[src/rtl/rti_pkg.sv]
package rti_pkg;
   typedef enum logic [1:0] {
      ST_RUN   = 2'd0,
      ST_STOP  = 2'd1,
      ST_DELAY = 2'd2
   } rti_state_e;
endpackage

[src/rtl/rti_counter.sv]
module rti_counter #(
   parameter int BASE_LOG2 = 12,
   parameter int SEL_W     = 3
) (
   input  logic                                     clk,
   input  logic                                     por_n,
   input  logic                                     rst_n,
   input  logic                                     clr,
   input  logic                                     run,
   input  logic [SEL_W-1:0]                         sel,
   output logic [BASE_LOG2+(1<<SEL_W)-2:0]          cnt,
   output logic                                     term,
   output logic                                     base_done
);
   localparam int NSEL  = 1 << SEL_W;
   localparam int CNT_W = BASE_LOG2 + NSEL - 1;

   generate
      if (BASE_LOG2 < 1) begin : g_bad_base
         $error("rti_counter: BASE_LOG2 must be at least 1");
      end
      if (SEL_W < 1 || SEL_W > 4) begin : g_bad_sel
         $error("rti_counter: SEL_W must lie in 1..4");
      end
   endgenerate

   logic [CNT_W-1:0] cnt_q;
   logic [NSEL-1:0]  term_vec;

   always_ff @(posedge clk or negedge por_n) begin
      if (!por_n)       cnt_q <= '0;
      else if (!rst_n)  cnt_q <= '0;
      else if (clr)     cnt_q <= '0;
      else if (run)     cnt_q <= cnt_q + 1'b1;
   end

   genvar gi;
   generate
      for (gi = 0; gi < NSEL; gi++) begin : g_term
         assign term_vec[gi] = &cnt_q[BASE_LOG2+gi-1:0];
      end
   endgenerate

   assign cnt       = cnt_q;
   assign term      = run & term_vec[sel];
   assign base_done = term_vec[0];
endmodule

[src/rtl/rti_flag.sv]
module rti_flag (
   input  logic clk,
   input  logic por_n,
   input  logic rst_n,
   input  logic tick,
   input  logic clr,
   input  logic ie,
   output logic flag,
   output logic irq
);
   logic flag_q;

   always_ff @(posedge clk or negedge por_n) begin
      if (!por_n)       flag_q <= 1'b0;
      else if (!rst_n)  flag_q <= 1'b0;
      else if (tick)    flag_q <= 1'b1;
      else if (clr)     flag_q <= 1'b0;
   end

   assign flag = flag_q;
   assign irq  = flag_q & ie;


   flag_set_chk: assert property (@(posedge clk) disable iff (!por_n || !rst_n)
      tick |=> flag);


   flag_clr_chk: assert property (@(posedge clk) disable iff (!por_n || !rst_n)
      (clr && !tick) |=> !flag);
endmodule

[src/rtl/rti_stop_fsm.sv]
module rti_stop_fsm
   import rti_pkg::*;
#(
   parameter int BASE_LOG2 = 12
) (
   input  logic clk,
   input  logic por_n,
   input  logic rst_n,
   input  logic stop_req,
   input  logic wake,
   input  logic dly_en,
   input  logic base_done,
   output logic cnt_clr,
   output logic cnt_run,
   output logic osc_en,
   output logic stop_active,
   output logic core_clk_en
);
   localparam int DLY_CYC = 1 << BASE_LOG2;
   localparam int DW      = BASE_LOG2 + 1;

   rti_state_e state_q, state_d;
   logic osc_q, stop_q, core_q;

   always_comb begin
      state_d = state_q;
      unique case (state_q)
         ST_RUN:   if (stop_req) state_d = ST_STOP;
         ST_STOP:  if (wake)     state_d = dly_en ? ST_DELAY : ST_RUN;
         ST_DELAY: if (base_done) state_d = ST_RUN;
         default:  state_d = ST_RUN;
      endcase
   end

   always_ff @(posedge clk or negedge por_n) begin
      if (!por_n) begin
         state_q <= ST_RUN;
         osc_q   <= 1'b1;
         stop_q  <= 1'b0;
         core_q  <= 1'b1;
      end else if (!rst_n) begin
         state_q <= ST_RUN;
         osc_q   <= 1'b1;
         stop_q  <= 1'b0;
         core_q  <= 1'b1;
      end else begin
         state_q <= state_d;
         osc_q   <= (state_d != ST_STOP);
         stop_q  <= (state_d == ST_STOP);
         core_q  <= (state_d == ST_RUN);
      end
   end

   assign cnt_clr     = (state_q == ST_STOP) | ((state_q == ST_RUN) & stop_req);
   assign cnt_run     = (state_q != ST_STOP);
   assign osc_en      = osc_q;
   assign stop_active = stop_q;
   assign core_clk_en = core_q;

   // delay window length monitor
   logic [DW-1:0] dly_len_q;
   always_ff @(posedge clk or negedge por_n) begin
      if (!por_n)                    dly_len_q <= '0;
      else if (!rst_n)               dly_len_q <= '0;
      else if (state_q == ST_DELAY)  dly_len_q <= dly_len_q + 1'b1;
      else                           dly_len_q <= '0;
   end


   osc_off_chk: assert property (@(posedge clk) disable iff (!por_n || !rst_n)
      !osc_en |-> stop_active);


   nowake_hold_chk: assert property (@(posedge clk) disable iff (!por_n || !rst_n)
      (stop_active && !wake) |=> stop_active);


   nodly_wake_chk: assert property (@(posedge clk) disable iff (!por_n || !rst_n)
      (stop_active && wake && !dly_en) |=> (core_clk_en && osc_en));


   dly_len_chk: assert property (@(posedge clk) disable iff (!por_n || !rst_n)
      (state_q == ST_DELAY) |-> (dly_len_q < DW'(DLY_CYC) && osc_en && !core_clk_en));
endmodule

[src/rtl/rti_stop_ctrl.sv]
module rti_stop_ctrl #(
   parameter int BASE_LOG2 = 12,
   parameter int SEL_W     = 3,
   parameter int N_IRQ     = 4
) (
   input  logic             clk,
   input  logic             por_n,
   input  logic             rst_n,
   input  logic             stop_req,
   input  logic [N_IRQ-1:0] irq_in,
   input  logic [N_IRQ-1:0] irq_en,
   input  logic             dly_en,
   input  logic [SEL_W-1:0] rti_sel,
   input  logic             rti_en,
   input  logic             flag_clr,
   output logic             tick,
   output logic             rti_flag,
   output logic             rti_irq,
   output logic             osc_en,
   output logic             stop_active,
   output logic             core_clk_en
);
   localparam int CNT_W = BASE_LOG2 + (1 << SEL_W) - 1;

   generate
      if (N_IRQ < 1) begin : g_bad_irq
         $error("rti_stop_ctrl: N_IRQ must be at least 1");
      end
   endgenerate

   logic [CNT_W-1:0] cnt;
   logic cnt_clr, cnt_run, base_done, wake;

   assign wake = |(irq_in & irq_en);

   rti_counter #(.BASE_LOG2(BASE_LOG2), .SEL_W(SEL_W)) i_cnt (
      .clk(clk), .por_n(por_n), .rst_n(rst_n), .clr(cnt_clr), .run(cnt_run),
      .sel(rti_sel), .cnt(cnt), .term(tick), .base_done(base_done)
   );

   rti_stop_fsm #(.BASE_LOG2(BASE_LOG2)) i_fsm (
      .clk(clk), .por_n(por_n), .rst_n(rst_n), .stop_req(stop_req), .wake(wake),
      .dly_en(dly_en), .base_done(base_done), .cnt_clr(cnt_clr), .cnt_run(cnt_run),
      .osc_en(osc_en), .stop_active(stop_active), .core_clk_en(core_clk_en)
   );

   rti_flag i_flag (
      .clk(clk), .por_n(por_n), .rst_n(rst_n), .tick(tick), .clr(flag_clr),
      .ie(rti_en), .flag(rti_flag), .irq(rti_irq)
   );


   stop_clr_chk: assert property (@(posedge clk) disable iff (!por_n || !rst_n)
      $rose(stop_active) |-> (cnt == '0));


   coincide_chk: assert property (@(posedge clk) disable iff (!por_n || !rst_n)
      (tick && stop_req && core_clk_en) |=> (stop_active && !osc_en && rti_flag));
endmodule

[config.mk]
export PLATFORM = sky130hd
export DESIGN_NAME = rti_stop_ctrl
export DESIGN_NICKNAME = d
export VERILOG_FILES = /design/src/rtl/rti_pkg.sv /design/src/rtl/rti_counter.sv /design/src/rtl/rti_flag.sv /design/src/rtl/rti_stop_fsm.sv /design/src/rtl/rti_stop_ctrl.sv
export SDC_FILE = /design/constraint.sdc
export NUM_CORES = 1
export LEC_CHECK = 0
export BUFFER_PORTS_ARGS = -buffer_cell sky130_fd_sc_hd__buf_2
export CORE_MARGIN = 1
export CORE_UTILIZATION = 48
export DETAILED_ROUTE_END_ITERATION = 12
export PLACE_DENSITY = 0.68
export SETUP_SLACK_MARGIN = 0.1
export SYNTH_ARGS = -nofsm -noshare
export SYNTH_HDL_FRONTEND = slang
export SYNTH_SLANG_ARGS = --single-unit
[constraint.sdc]
create_clock -name clk -period 3.75 [get_ports clk]
set_clock_uncertainty 0.05 [all_clocks]
set_input_delay 0.5625 -clock clk [delete_from_list [all_inputs] [get_ports clk]]
set_output_delay 0.5625 -clock clk [all_outputs]
set_load 0.01 [all_outputs]
==> reports/qor.txt <==
Post_cts resized = 0
Number of nets still failing antenna checks after routing = 0
Number of synthesized flops with an enable pin = 0
Number of placed I/O pins = 24
Sequence of cells on the critical path = nand4_1 > or3_1 > nor2_1 > ha_1 > nand3b_1 > a21o_1 > o31a_1 > a21oi_1 > buf_2
Critical path arrival = 2.31 ns
Top cells by area in the synthesized netlist = dfrtp_1 (45%), nor2_1 (5.0%), xnor2_1 (4.8%)
Net count after synthesis = 153
Buffering stage count on the worst path with inverters included = 1
Clock transition at path regs = 0.14 ns
Sequential Power Share = 63.4%
Chip width = 53.8 µm
Classification of the worst-slack hold path = in2async
Slew at the pin with the worst max-slew slack = 1.15 ns
Floorplan Core Area = 0.00250 mm²
Quantity of I/O buffers inserted on ports = 23
Gpl congestion = 0.790
Power per standard cell area = 306 mW/mm²
Multi-input gate area in the final layout = 614 µm²
Worst-case headroom to the max-slew limit = 23.1%
Maximum buffer depth of the clock tree = 2
Top FF cell, synth = dfrtp_1
Total vias in the final route = 1043
Number of sinks handled by clock tree synthesis = 25
WP data required = 3.14 ns
# Post-CTS Setup Buffers = 0
Slowest library cell on the worst path = or3_1
Number of warnings printed during yosys synthesis = 0
DIE HEIGHT = 53.8 µm
Initial antenna violation count = 0
Final count of pins violating max slew = 0
Result of the run = finished clean
Register area = 628 µm²
Clock power frac = 26.9%
Drt initial violations = 16
Final Cycle Share = 77.9%
Count of maximum capacitance violations = 0
Die Area = 0.00290 mm²
Largest fanout of any net on the critical path = 8
Hold Fails Final Rpt = 0
Count of endpoints failing setup in the final report = 0
Largest net degree at the start of global routing = 26
Layout Cells excl Fill = 187
Via count of the first global-routing pass = 980
Initial standard-cell utilization of the core = 51.6%
Clock root buffer master = clkbuf_4
Post-synth top area cell = dfrtp_1
Fraction of layout instances using a drive strength above 1 = 22.3%
Relative area change from synthesis to final layout = 12.4%
Setup Crit Path Kind = reg2out
Router iterations before antenna repair = 5
Gate count after technology mapping = 133
DRC violations left = 0
Time the final worst path needs with I/O delays and setup = 2.92 ns
CTS Hold Bufs = 0
Clock buffers created by TritonCTS = 3
First-pass GRT wire length = 4.12 mm
Global-route usage over all layers = 19.7%
CTS H-tree depth = 1
Number of unique standard cell types used by synthesis = 40
Clock tree from TritonCTS = done
Startpoint types = register
Commonest non-fill, non-tap cells in the layout = dfrtp_1 (23), buf_2 (23), nor2_1 (17), a21oi_1 (9)
Unrepaired setup endpoints after global routing = no
Switching power total = 0.000108 W
Cell internal pwr = 0.000335 W
Total wire length = 2.49 mm
Detailed-route wire length per cell = 13.3 µm
Post-synth top area share = 44.7%
Net count of the finished layout = 178
Post-synthesis average cell area = 9.69 µm²
Sequential area share after synthesis = 48.7%
CP endpoint kind = output pin
Switching fraction of total power = 24.4%
Num rows = 18
Layout fillers = 233
Grt ovf = 0
Post-Syn Area = 0.00129 mm²
Via count normalized by instance count = 5.58
Clock insertion delay at the later pin of the skew report = 0.31 ns
Crit-path leading delay family = simple AND/OR/NAND/NOR gates
Number of placed cells counting well taps = 183
Leakage = 0.618 nW
Diode count = 0
Flip-flop and latch count after synthesis = 25
Async set or reset register ratio after synthesis = 100%
Summed negative setup slack over all endpoints = 0 ns
Hpwl dp = 1.91 mm
Peak supply drop = 0.334 mV
Combinational fraction of design power = 9.7%
Maximum cell stage delay along the critical path = 0.49 ns
Achievable Freq = 342 MHz
[path summary, 6_finish.rpt]
path	start	cells after the start	slack [ns]	to
worst max-delay path	i_cnt.cnt[6]	9	0.83	tick
worst min-delay path	por_n	1	0.16	i_flag.flag
worst max register to register	i_cnt.cnt[6]	8	1.61	i_flag.flag
worst min register to register	i_cnt.cnt[0]	1	0.45	i_cnt.cnt[0]
max in group asynchronous	por_n	1	3.11	i_fsm.core_clk_en
min in group clk	i_cnt.cnt[0]	1	0.45	i_cnt.cnt[0]
[area by class of cell]
| type | count | area share, % |
|---|---|---|
| sequential | 25 | 43.4 |
| multi-input combinational | 98 | 42.4 |
| timing repair buffer | 23 | 7.94 |
| tap | 30 | 2.59 |
| inverter | 7 | 1.81 |
| clock buffer | 3 | 1.55 |
| clock inverter | 1 | 0.345 |
[metrics by stage]
step / total power [W] / cell area [µm²] / util, % / hold slack, ns / setup WS [ns]
floorplan: 0.000306 / 1290 / - / 0.217 / 1.36
global placement: 0.000328 / 1420 / 56.9 / 0.428 / 1.28
detailed placement: 0.000330 / 1420 / 56.9 / 0.433 / 1.20
CTS: 0.000447 / 1450 / 58.0 / 0.183 / 0.843
global route: 0.000463 / 1450 / 58.0 / 0.194 / 0.656
finish: 0.000443 / 1450 / 58.0 / 0.163 / 0.829
[cell usage after synthesis (all sizes together), types with 2 or more instances]
cell type	count
nand3b	2
a21oi	9
inv	7
xnor2	7
xor2	3
nor4	2
nand3	7
buf	2
dfrtp	23
nor2	17
nand4	5
or3	3
nor2b	3
a22oi	2
and2	4
a21o	2
nor3	5
nand2	6
o21ai	3
o31ai	2
dfstp	2
ha	2
and3	2
a31o	2
or4	2
[per-layer routing]
metal  routed length [µm]  vias to the layer above  part of all wire [%]  track usage, %
met5                    0                        -                     0               0
met4                   16                        0                  0.64            3.95
met3                   68                        2                   2.7            3.39
met2                 1210                       18                    48            34.8
met1                 1200                      500                    48            25.1
li1                     -                      523                     -               -
[sequential cells by signal, summed over array words and instances, names as in the netlist]
name               count
i_fsm.state_q          2
i_flag.flag            1
i_fsm.osc_en           1
i_fsm.core_clk_en      1
i_fsm.stop_active      1
i_cnt.cnt             19
[power groups by stage]
stage                     sequential, W  combinational, W  clock [W]
after CTS                      0.000281         0.0000442   0.000122
final                          0.000281         0.0000431   0.000119
after global placement         0.000286         0.0000426          0
after detailed placement       0.000286         0.0000440          0
after floorplan                0.000287         0.0000187          0
after global routing           0.000282         0.0000487   0.000132
[kinds of logic (layout without fill, tap and decap cells)]
family / Yosys count / after routing / synth area share [%]
compound gates: 27 / 27 / 14.1
xor+xnor: 10 / 10 / 6.80
fa+ha+maj: 2 / 2 / 1.94
buf+inv: 10 / 34 / 3.59
flops: 25 / 25 / 48.7
simple gates: 59 / 59 / 24.9
(Power assumes the default switching activity.)
